File: config.mk
export PLATFORM = sky130hd
export DESIGN_NAME = swd_reg_engine
export DESIGN_NICKNAME = d
export VERILOG_FILES = /design/src/rtl/swd_acc_pkg.sv /design/src/rtl/swd_shadow_regs.sv /design/src/rtl/swd_retry_unit.sv /design/src/rtl/swd_cmd_seq.sv /design/src/rtl/swd_reg_engine.sv
export SDC_FILE = /design/constraint.sdc
export NUM_CORES = 1
export LEC_CHECK = 0
export BUFFER_PORTS_ARGS = -buffer_cell sky130_fd_sc_hd__buf_2
export CELL_PAD_IN_SITES_DETAIL_PLACEMENT = 1
export CELL_PAD_IN_SITES_GLOBAL_PLACEMENT = 2
export CORE_MARGIN = 3
export CORE_UTILIZATION = 31
export DETAILED_ROUTE_END_ITERATION = 6
export PLACE_DENSITY_LB_ADDON = 0.1
export SYNTH_ARGS = -nofsm -noshare
export SYNTH_HDL_FRONTEND = slang
export SYNTH_SLANG_ARGS = --single-unit
File: constraint.sdc
create_clock -name clk -period 2.2 [get_ports clk]
set_input_delay 0.66 -clock clk [delete_from_list [all_inputs] [get_ports clk]]
set_output_delay 0.66 -clock clk [all_outputs]
set_load 0.02 [all_outputs]
File: src/rtl/swd_acc_pkg.sv
package swd_acc_pkg;

    localparam logic [2:0] ACK_OK    = 3'b001;
    localparam logic [2:0] ACK_WAIT  = 3'b010;
    localparam logic [2:0] ACK_FAULT = 3'b100;

    localparam logic [1:0] DP_IDX_BANKSEL = 2'd2;
    localparam logic [1:0] DP_IDX_RDBUF   = 2'd3;
    localparam logic [7:0] AP_ADDR_CTRL   = 8'h00;
    localparam logic [31:0] SHADOW_VOID   = 32'hFFFF_FFFF;

    typedef struct packed {
        logic        ap;
        logic        write;
        logic [1:0]  idx;
        logic [31:0] wdata;
    } xfer_t;

    typedef struct packed {
        logic        ap;
        logic        write;
        logic [7:0]  apsel;
        logic [7:0]  addr;
        logic [31:0] wdata;
    } cmd_t;

    typedef enum logic [2:0] {
        S_IDLE, S_DISPATCH, S_BANKWAIT, S_APSTEP,
        S_APWWAIT, S_RDBWAIT, S_APR1, S_APR2
    } seq_state_e;

    localparam int S_DPWAIT_ALIAS = 0;

    function automatic logic [31:0] bank_word(input logic [7:0] apsel, input logic [7:0] addr);
        return {apsel, 16'h0000, addr[7:4], 4'h0};
    endfunction

endpackage

File: src/rtl/swd_shadow_regs.sv
module swd_shadow_regs
    import swd_acc_pkg::*;
(
    input  logic        clk,
    input  logic        rst,
    input  logic        init,
    input  logic        sel_upd,
    input  logic [31:0] sel_upd_val,
    input  logic        ctl_upd,
    input  logic [31:0] ctl_upd_val,
    output logic [31:0] sel_shadow,
    output logic [31:0] ctl_shadow
);

    always_ff @(posedge clk) begin
        if (rst || init) begin
            sel_shadow <= SHADOW_VOID;
            ctl_shadow <= SHADOW_VOID;
        end else begin
            if (sel_upd) sel_shadow <= sel_upd_val;
            if (ctl_upd) ctl_shadow <= ctl_upd_val;
        end
    end

endmodule

File: src/rtl/swd_retry_unit.sv
module swd_retry_unit
    import swd_acc_pkg::*;
#(
    parameter int MAX_TRIES = 100
) (
    input  logic        clk,
    input  logic        rst,
    input  logic        go,
    input  xfer_t       xf_in,
    output logic        done,
    output logic [2:0]  ack,
    output logic [31:0] rdata,
    output logic        pkt_req,
    output xfer_t       pkt_xf,
    input  logic        pkt_gnt,
    input  logic [2:0]  pkt_ack,
    input  logic [31:0] pkt_rdata
);

    localparam int CW = $clog2(MAX_TRIES + 1);

    logic          busy;
    logic [CW-1:0] tries;

    assign pkt_req = busy;

    always_ff @(posedge clk) begin
        if (rst) begin
            busy   <= 1'b0;
            done   <= 1'b0;
            tries  <= '0;
            ack    <= '0;
            rdata  <= '0;
            pkt_xf <= '0;
        end else begin
            done <= 1'b0;
            if (!busy && go) begin
                busy   <= 1'b1;
                pkt_xf <= xf_in;
                tries  <= CW'(1);
            end else if (busy && pkt_gnt) begin
                if (pkt_ack == ACK_WAIT && tries < CW'(MAX_TRIES)) begin
                    tries <= tries + CW'(1);
                end else begin
                    busy  <= 1'b0;
                    done  <= 1'b1;
                    ack   <= pkt_ack;
                    rdata <= pkt_rdata;
                end
            end
        end
    end

endmodule

File: src/rtl/swd_cmd_seq.sv
module swd_cmd_seq
    import swd_acc_pkg::*;
(
    input  logic        clk,
    input  logic        rst,
    input  logic        cmd_valid,
    output logic        cmd_ready,
    input  cmd_t        cmd_in,
    input  logic [31:0] sel_shadow,
    input  logic [31:0] ctl_shadow,
    output logic        sel_upd,
    output logic [31:0] sel_upd_val,
    output logic        ctl_upd,
    output logic [31:0] ctl_upd_val,
    output logic        xf_go,
    output xfer_t       xf_out,
    input  logic        xf_done,
    input  logic [2:0]  xf_ack,
    input  logic [31:0] xf_rdata,
    output logic        rsp_done,
    output logic [2:0]  rsp_ack,
    output logic [31:0] rsp_rdata
);

    seq_state_e  state;
    logic        dp_wait;
    cmd_t        cq;
    logic [31:0] want_sel;
    logic        is_sel_wr;
    logic        is_ctl_wr;

    assign want_sel  = bank_word(cq.apsel, cq.addr);
    assign is_sel_wr = !cq.ap && cq.write && (cq.addr[3:2] == DP_IDX_BANKSEL);
    assign is_ctl_wr = cq.ap && cq.write && (cq.addr == AP_ADDR_CTRL);
    assign cmd_ready = (state == S_IDLE) && !dp_wait;

    always_comb begin
        sel_upd     = 1'b0;
        sel_upd_val = want_sel;
        if (state == S_BANKWAIT && xf_done && xf_ack == ACK_OK) begin
            sel_upd = 1'b1;
        end
        if (dp_wait && xf_done && is_sel_wr && xf_ack == ACK_OK) begin
            sel_upd     = 1'b1;
            sel_upd_val = cq.wdata;
        end
        ctl_upd     = (state == S_APSTEP) && is_ctl_wr && (cq.wdata != ctl_shadow);
        ctl_upd_val = cq.wdata;
    end

    always_ff @(posedge clk) begin
        if (rst) begin
            state     <= S_IDLE;
            dp_wait   <= 1'b0;
            cq        <= '0;
            xf_go     <= 1'b0;
            xf_out    <= '0;
            rsp_done  <= 1'b0;
            rsp_ack   <= '0;
            rsp_rdata <= '0;
        end else begin
            xf_go    <= 1'b0;
            rsp_done <= 1'b0;
            if (dp_wait) begin
                if (xf_done) begin
                    dp_wait   <= 1'b0;
                    rsp_done  <= 1'b1;
                    rsp_ack   <= xf_ack;
                    rsp_rdata <= cq.write ? 32'h0 : xf_rdata;
                end
            end else begin
                case (state)
                    S_IDLE: begin
                        if (cmd_valid) begin
                            cq    <= cmd_in;
                            state <= S_DISPATCH;
                        end
                    end
                    S_DISPATCH: begin
                        if (cq.ap) begin
                            if (want_sel == sel_shadow) begin
                                state <= S_APSTEP;
                            end else begin
                                xf_go  <= 1'b1;
                                xf_out <= '{ap: 1'b0, write: 1'b1, idx: DP_IDX_BANKSEL, wdata: want_sel};
                                state  <= S_BANKWAIT;
                            end
                        end else if (is_sel_wr && cq.wdata == sel_shadow) begin
                            rsp_done  <= 1'b1;
                            rsp_ack   <= ACK_OK;
                            rsp_rdata <= 32'h0;
                            state     <= S_IDLE;
                        end else begin
                            xf_go   <= 1'b1;
                            xf_out  <= '{ap: 1'b0, write: cq.write, idx: cq.addr[3:2], wdata: cq.wdata};
                            dp_wait <= 1'b1;
                            state   <= S_IDLE;
                        end
                    end
                    S_BANKWAIT: begin
                        if (xf_done) begin
                            if (xf_ack == ACK_OK) begin
                                state <= S_APSTEP;
                            end else begin
                                rsp_done  <= 1'b1;
                                rsp_ack   <= xf_ack;
                                rsp_rdata <= 32'h0;
                                state     <= S_IDLE;
                            end
                        end
                    end
                    S_APSTEP: begin
                        if (is_ctl_wr && cq.wdata == ctl_shadow) begin
                            rsp_done  <= 1'b1;
                            rsp_ack   <= ACK_OK;
                            rsp_rdata <= 32'h0;
                            state     <= S_IDLE;
                        end else begin
                            xf_go  <= 1'b1;
                            xf_out <= '{ap: 1'b1, write: cq.write, idx: cq.addr[3:2],
                                        wdata: cq.write ? cq.wdata : 32'h0};
                            state  <= cq.write ? S_APWWAIT : S_APR1;
                        end
                    end
                    S_APWWAIT: begin
                        if (xf_done) begin
                            if (xf_ack == ACK_OK) begin
                                xf_go  <= 1'b1;
                                xf_out <= '{ap: 1'b0, write: 1'b0, idx: DP_IDX_RDBUF, wdata: 32'h0};
                                state  <= S_RDBWAIT;
                            end else begin
                                rsp_done  <= 1'b1;
                                rsp_ack   <= xf_ack;
                                rsp_rdata <= 32'h0;
                                state     <= S_IDLE;
                            end
                        end
                    end
                    S_RDBWAIT: begin
                        if (xf_done) begin
                            rsp_done  <= 1'b1;
                            rsp_ack   <= xf_ack;
                            rsp_rdata <= 32'h0;
                            state     <= S_IDLE;
                        end
                    end
                    S_APR1: begin
                        if (xf_done) begin
                            xf_go <= 1'b1;
                            state <= S_APR2;
                        end
                    end
                    S_APR2: begin
                        if (xf_done) begin
                            rsp_done  <= 1'b1;
                            rsp_ack   <= xf_ack;
                            rsp_rdata <= xf_rdata;
                            state     <= S_IDLE;
                        end
                    end
                    default: state <= S_IDLE;
                endcase
            end
        end
    end

endmodule

File: src/rtl/swd_reg_engine.sv
module swd_reg_engine
    import swd_acc_pkg::*;
#(
    parameter int MAX_TRIES = 100
) (
    input  logic        clk,
    input  logic        rst,
    input  logic        init,
    input  logic        cmd_valid,
    output logic        cmd_ready,
    input  logic        cmd_ap,
    input  logic        cmd_write,
    input  logic [7:0]  cmd_apsel,
    input  logic [7:0]  cmd_addr,
    input  logic [31:0] cmd_wdata,
    output logic        rsp_done,
    output logic        rsp_err,
    output logic [2:0]  rsp_ack,
    output logic [31:0] rsp_rdata,
    output logic        pkt_req,
    output logic        pkt_ap,
    output logic        pkt_write,
    output logic [1:0]  pkt_reg,
    output logic [31:0] pkt_wdata,
    input  logic        pkt_gnt,
    input  logic [2:0]  pkt_ack,
    input  logic [31:0] pkt_rdata
);

    cmd_t        cmd_in;
    logic [31:0] sel_shadow, ctl_shadow;
    logic        sel_upd, ctl_upd;
    logic [31:0] sel_upd_val, ctl_upd_val;
    logic        xf_go, xf_done;
    xfer_t       xf_req, pkt_xf;
    logic [2:0]  xf_ack;
    logic [31:0] xf_rdata;

    assign cmd_in = '{ap: cmd_ap, write: cmd_write, apsel: cmd_apsel,
                      addr: cmd_addr, wdata: cmd_wdata};

    swd_shadow_regs u_shadow (
        .clk, .rst, .init,
        .sel_upd, .sel_upd_val, .ctl_upd, .ctl_upd_val,
        .sel_shadow, .ctl_shadow
    );

    swd_cmd_seq u_seq (
        .clk, .rst, .cmd_valid, .cmd_ready, .cmd_in,
        .sel_shadow, .ctl_shadow,
        .sel_upd, .sel_upd_val, .ctl_upd, .ctl_upd_val,
        .xf_go, .xf_out(xf_req), .xf_done, .xf_ack, .xf_rdata,
        .rsp_done, .rsp_ack, .rsp_rdata
    );

    swd_retry_unit #(.MAX_TRIES(MAX_TRIES)) u_retry (
        .clk, .rst, .go(xf_go), .xf_in(xf_req),
        .done(xf_done), .ack(xf_ack), .rdata(xf_rdata),
        .pkt_req, .pkt_xf, .pkt_gnt, .pkt_ack, .pkt_rdata
    );

    assign pkt_ap    = pkt_xf.ap;
    assign pkt_write = pkt_xf.write;
    assign pkt_reg   = pkt_xf.idx;
    assign pkt_wdata = pkt_xf.wdata;
    assign rsp_err   = rsp_done && (rsp_ack != ACK_OK);

endmodule

# After elaboration in Yosys (flattened, before gate mapping)
# Cells that the tools add are included.
# totals
register_bits	271
in_bits	90
out_inout_bits	75
word_cells	178
# op_classes
add_sub_neg	1
n_lt_le_gt_ge	1
n_eq_ne	34
mux	68
n_bitwise	4
reduce_logical	43
# ops
operator	count
two-way mux 32 bit	12
two-way mux 36 bit	6
one-hot mux 32 bit (5 select lines)	1
one-hot mux 36 bit (3 select lines)	1
equality test 32 bit	3
two-way mux 3 bit	14
inequality test 32 bit	1
two-way mux 1 bit	27
one-hot mux 3 bit (7 select lines)	1
inequality test 2 x 1 -> 1 bit (second input constant)	10
logical AND 1 bit	18
equality test 3 bit (second input constant)	4
inequality test 3 x 2 -> 1 bit (second input constant)	4
one-hot mux 3 bit (4 select lines)	1
AND reduction 6 bit	2
equality test 3 x 2 -> 1 bit (second input constant)	3
inequality test 3 x 1 -> 1 bit (second input constant)	3
AND reduction 9 bit	1
zero test 8 bit	1
one-hot mux 1 bit (4 select lines)	2
OR reduction 2 bit	4
adder 7 x 1 -> 7 bit (second input constant)	1
less-than comparator 7 bit (second input constant)	1
AND reduction 7 bit	1
16 further kinds	29

# Longest topological paths before layout
# depth
word_depth	8
mapped_depth	9
ltp_nobuf	7

# Cells and area by module
# Synthesis repeated with hierarchy kept, for this count alone.
# hier_totals
hier_cells	1351
area_unflattened_um2	12303.0
# by_module_without_submodules
module	instances	cells_per_inst	area_each_um2	seq_area_each_um2
swd_cmd_seq	1	829	7064.3	2542.4
swd_retry_unit	1	313	2909.0	1601.5
swd_shadow_regs	1	207	2318.5	1281.2
swd_reg_engine	1	2	11.3	0.0

# Least setup slack after synthesis
# OpenSTA, ideal clock, no wires.
# synth_path
kind	reg2reg
startpoint	register u_seq.state[0]
endpoint	register u_seq.cq, in the netlist u_seq.ctl_upd_val[25]
setup_time_ns	0.071
t_arrival_ns	2.165
required_ns	2.129
setup_slack_ns	-0.036
path_stages_with_launch	8
path_buffers	3
period_less_slack_ns	2.236
cell_sequence	dfxtp_1 > clkbuf_1 > nor4_1 > and2_1 > clkbuf_1 > clkbuf_1 > nand2_1 > a21oi_1
# synth_via
elab_chain_cells	2
# synth_lines
item	line_no	text
from (decl)	swd_cmd_seq.sv:25	seq_state_e state;
from (signal assigned)	swd_cmd_seq.sv:122	state <= cq.write ? S_APWWAIT : S_APR1;
zero test 3 bit	swd_cmd_seq.sv:72	case (state)
AND reduction 3 bit (no line)	--	
to (signal assigned)	swd_cmd_seq.sv:75	cq <= cmd_in;
to (decl)	swd_cmd_seq.sv:27	cmd_t cq;
# No other way between the ends.
# A chain may end at the register's enable or synchronous reset.

# Worst setup path after layout
# layout_path
startpoint	register u_seq.cq[32] (netlist bit)
endpoint	register u_seq.xf_out[7] (netlist bit)
# layout_via
elab_chain_cells	5
# layout_lines
item	line_no	text
zero test 8 bit	swd_cmd_seq.sv:34	assign is_ctl_wr = cq.ap && cq.write && (cq.addr == AP_ADDR_CTRL);
logical AND 1 bit	swd_cmd_seq.sv:34	
logical AND 1 bit	swd_cmd_seq.sv:113	if (is_ctl_wr && cq.wdata == ctl_shadow) begin
inequality test 2 bit (no line)	--	
AND reduction 7 bit (no line)	--	
to (signal assigned)	swd_cmd_seq.sv:85	xf_out <= '{ap: 1'b0, write: 1'b1, idx: DP_IDX_BANKSEL, wdata: want_sel};
to (signal assigned)	swd_cmd_seq.sv:120	xf_out <= '{ap: 1'b1, write: cq.write, idx: cq.addr[3:2],
to (signal assigned)	swd_cmd_seq.sv:129	xf_out <= '{ap: 1'b0, write: 1'b0, idx: DP_IDX_RDBUF, wdata: 32'h0};
to (decl)	swd_cmd_seq.sv:16	output xfer_t xf_out,
# No other way between the ends.

==> impl_metrics.tcl <==
set metrics [dict create \
    pin_count 165 \
    start_util_pct 31.87 \
    dp.cells 2040 \
    diodes 0 \
    synth-seq-cells 271 \
    ys_seq_area_share_pct 47.17 \
    worstSetupStartpoint "u_seq.cq[32]$_SDFFE_PP0P_" \
    final_util_pct 44.08 \
    synthFlopType "dfxtp_1" \
    drc 0 \
    worst_setup_path_end_kind "flip-flop" \
    clock_skew_ns 0.008358 \
    drtIter0Drc 512 \
    syn-num-nets 1454 \
    timing.hold.ws_ns 0.3946 \
    root_buffer "clkbuf_16" \
    crit_arrival_ns 2.77 \
    antenna_found_initial 0 \
    drtPass1Iterations 5 \
    postSynthCellCount 1361 \
    path_cells "or4b_4, nor4_4, nand2_2, buf_4, nor3_4, a21oi_1, buf_6, a21oi_1, a211oi_2" \
    insertion_delay_ns 0.50 \
    rr_startpoint "u_seq.cq[32]$_SDFFE_PP0P_" \
    rows 69 \
    critPathKind "reg2reg" \
    period_share_pct 109.0 \
    yosys.area.top_type "dfxtp_1" \
    wire_per_inst_um 19.29 \
    tns_ns -14.12 \
    hpwl_um 28210 \
    crit_required_ns 2.57 \
    setup_slack_ns -0.1980 \
    cts_made_buffers 34 \
    final_hold_viol_count 0 \
    synth.distinct_cells 58 \
    design_area_mm2 0.01591 \
    grt_max_degree 66 \
    area_delta_synth_final_pct 38.29 \
    core_mm2 0.03609 \
    fin_nets 1743 \
    grt_setup_unrepaired "yes" \
    drt-total-wl_um 41120 \
    violations "negative setup slack" \
    synth_area_leaders "dfxtp_1, nand2_1, mux2i_1" \
    hold_class "in2reg" \
    worstSetupStartpointType "flip-flop" \
    die_w_um 198.6 \
    cts_tree "done" \
    grt_pass1_vias 10680 \
    cts_num_sinks 271 \
    die-area_mm2 0.03945 \
    slew_headroom_pct 54.67 \
    final_common_cell "nand2_1" \
    synth_enable_flop_cells 0 \
    placedInstanceArea_mm2 0.01386 \
    detail-route-antenna-nets 0 \
    num-fill-cells 4260 \
    ys_warn_count 0 \
    synthArstFlopShare_pct 0 \
    clk_pin_slew_worst_paths_ns 0.05 \
    worstMarginPinSlew_ns 0.6800 \
    avgSynthCellArea_um2 8.451 \
    grt_overflow 0 \
    layout-drive-gt1-share_pct 29.94 \
    critical_path.max_fanout 14 \
    power_density_mw_per_mm2 822.7 \
    synth_top_area_share_pct 47.17 \
    path_common_cell "a21oi_1" \
    place.gp.congestion 0.8092 \
    p_leak_nw 6.330 \
    grt_pass1_wl_um 62540 \
    finalNonFillerCells 2131 \
    final_cell_mix "nand2_1, dfxtp_1, buf_2" \
    status "finished with violations" \
    max_stage_delay_ns 0.56 \
    synth_area_mm2 0.01150 \
    cap_violations 0 \
    cts_buffer_depth 3 \
    fmax_mhz 417.0 \
    ir_worst_vdd_mv 0.4174 \
    die_y_um 198.6 \
    io_buffers 164 \
    grt_usage_pct 20.07 \
    period_needed_ns 2.398 \
    min_from "pkt_rdata[9]" \
    vias_per_cell 4.959 \
    cts.htree.levels 2 \
    drv_slew 0 \
    route.vias.total 10570 \
    setup_viol 103 \
    crit_path_top_delay_cell "or4b_4" \
]
==> synth_stat cells (7+ instances only) <==
| cell type | n |
|---|---|
| a211oi_1 | 16 |
| a21oi_1 | 148 |
| a221o_1 | 20 |
| a22oi_1 | 13 |
| buf_2 | 8 |
| clkbuf_1 | 91 |
| dfxtp_1 | 271 |
| mux2i_1 | 88 |
| nand2_1 | 374 |
| nand2b_1 | 56 |
| nand3_1 | 20 |
| nand4_1 | 9 |
| nor2_1 | 43 |
| nor3_1 | 7 |
| nor4_1 | 23 |
| o21ai_0 | 24 |
| xor2_1 | 79 |
==> final cells by class <==
class / count / area (um2) / area share (%)
tap: 461 / 576.8 / 3.626
inverter: 6 / 22.52 / 0.1416
clock buffer: 50 / 1025 / 6.442
multi-input combinational: 979 / 6126 / 38.51
clock inverter: 6 / 82.58 / 0.5192
sequential: 271 / 5445 / 34.23
timing repair buffer: 358 / 2629 / 16.53
==> metrics by stage <==
stage / setup slack [ns] / power [mW]
CTS: -0.2032 / 13.11
floorplan: 0.02474 / 6.360
global placement: -0.4441 / 7.228
global route: -0.3146 / 13.65
finish: -0.1980 / 13.09
detailed placement: -0.4829 / 7.249
==> power breakdown <==
part	internal [mW]	switching, mW
registers	5.11	0.202
logic	0.955	1.26
clock network	3.44	2.12
==> cell families (layout without fill, tap and decap cells) <==
group,count (synthesis),after routing,share of synthesized area [%]
AO/OA/AOI/OAI,249,249,13.23
flip-flops,271,271,47.17
adder cells (fa/ha/maj),3,3,0.3264
buffers and inverters,116,420,4.199
multiplexers,88,88,7.658
AND/OR/NAND/NOR,552,557,21.18
XOR/XNOR,82,82,6.244
==> sequential cells by signal, indices dropped and copies added (netlist names), 3 cells and up <==
name / flops
u_retry.pkt_xf: 36
u_seq.xf_out: 36
u_retry.rdata: 32
u_seq.ctl_upd_val: 32
u_seq.rsp_rdata: 32
u_shadow.ctl_shadow: 32
u_shadow.sel_shadow: 32
u_seq.cq: 18
u_retry.tries: 7
u_retry.ack: 3
u_seq.rsp_ack: 3
u_seq.state: 3
==> per-layer routing <==
metal	wire length (um)	part of all wire [%]	vias to the layer above	track usage, %
met5	0	0	-	0
met1	21070	51	5137	30.44
li1	-	-	5181	-
met4	614	1.5	0	3.722
met3	1473	3.6	52	2.456
met2	17960	44	197	30.80
==> critical path, delay by kind of cell (launching register included) <==
| kind | cells | cell delay (ns) |
|---|---|---|
| compound gates | 3 | 0.35 |
| simple gates | 4 | 1.21 |
| buf+inv | 2 | 0.39 |
| flops | 1 | 0.32 |
==> path summary, 6_finish.rpt <==
check | endpoint | slack, ns | cells after the start
setup / recovery | u_seq.xf_out[7]$_SDFFE_PP0P_ | -0.20 | 9
hold / removal | u_retry.rdata[9]$_SDFFE_PP0P_ | 0.39 | 3
setup reg to reg | u_seq.xf_out[7]$_SDFFE_PP0P_ | -0.20 | 9
hold reg to reg | u_retry.rdata[5]$_SDFFE_PP0P_ | 0.45 | 2
==> timing repair <==
| action | CTS | global route |
|---|---|---|
| setup buffers | 12 | 13 |
| hold buffers | 0 | 0 |
| pin swaps | 16 | 31 |
| cloned | 6 | 6 |
| hold endpoints to repair | 0 | 0 |
| resized for setup | 71 | 44 |
| setup endpoints to repair | 108 | 109 |
Note: power is estimated with default switching activity, not from simulation.
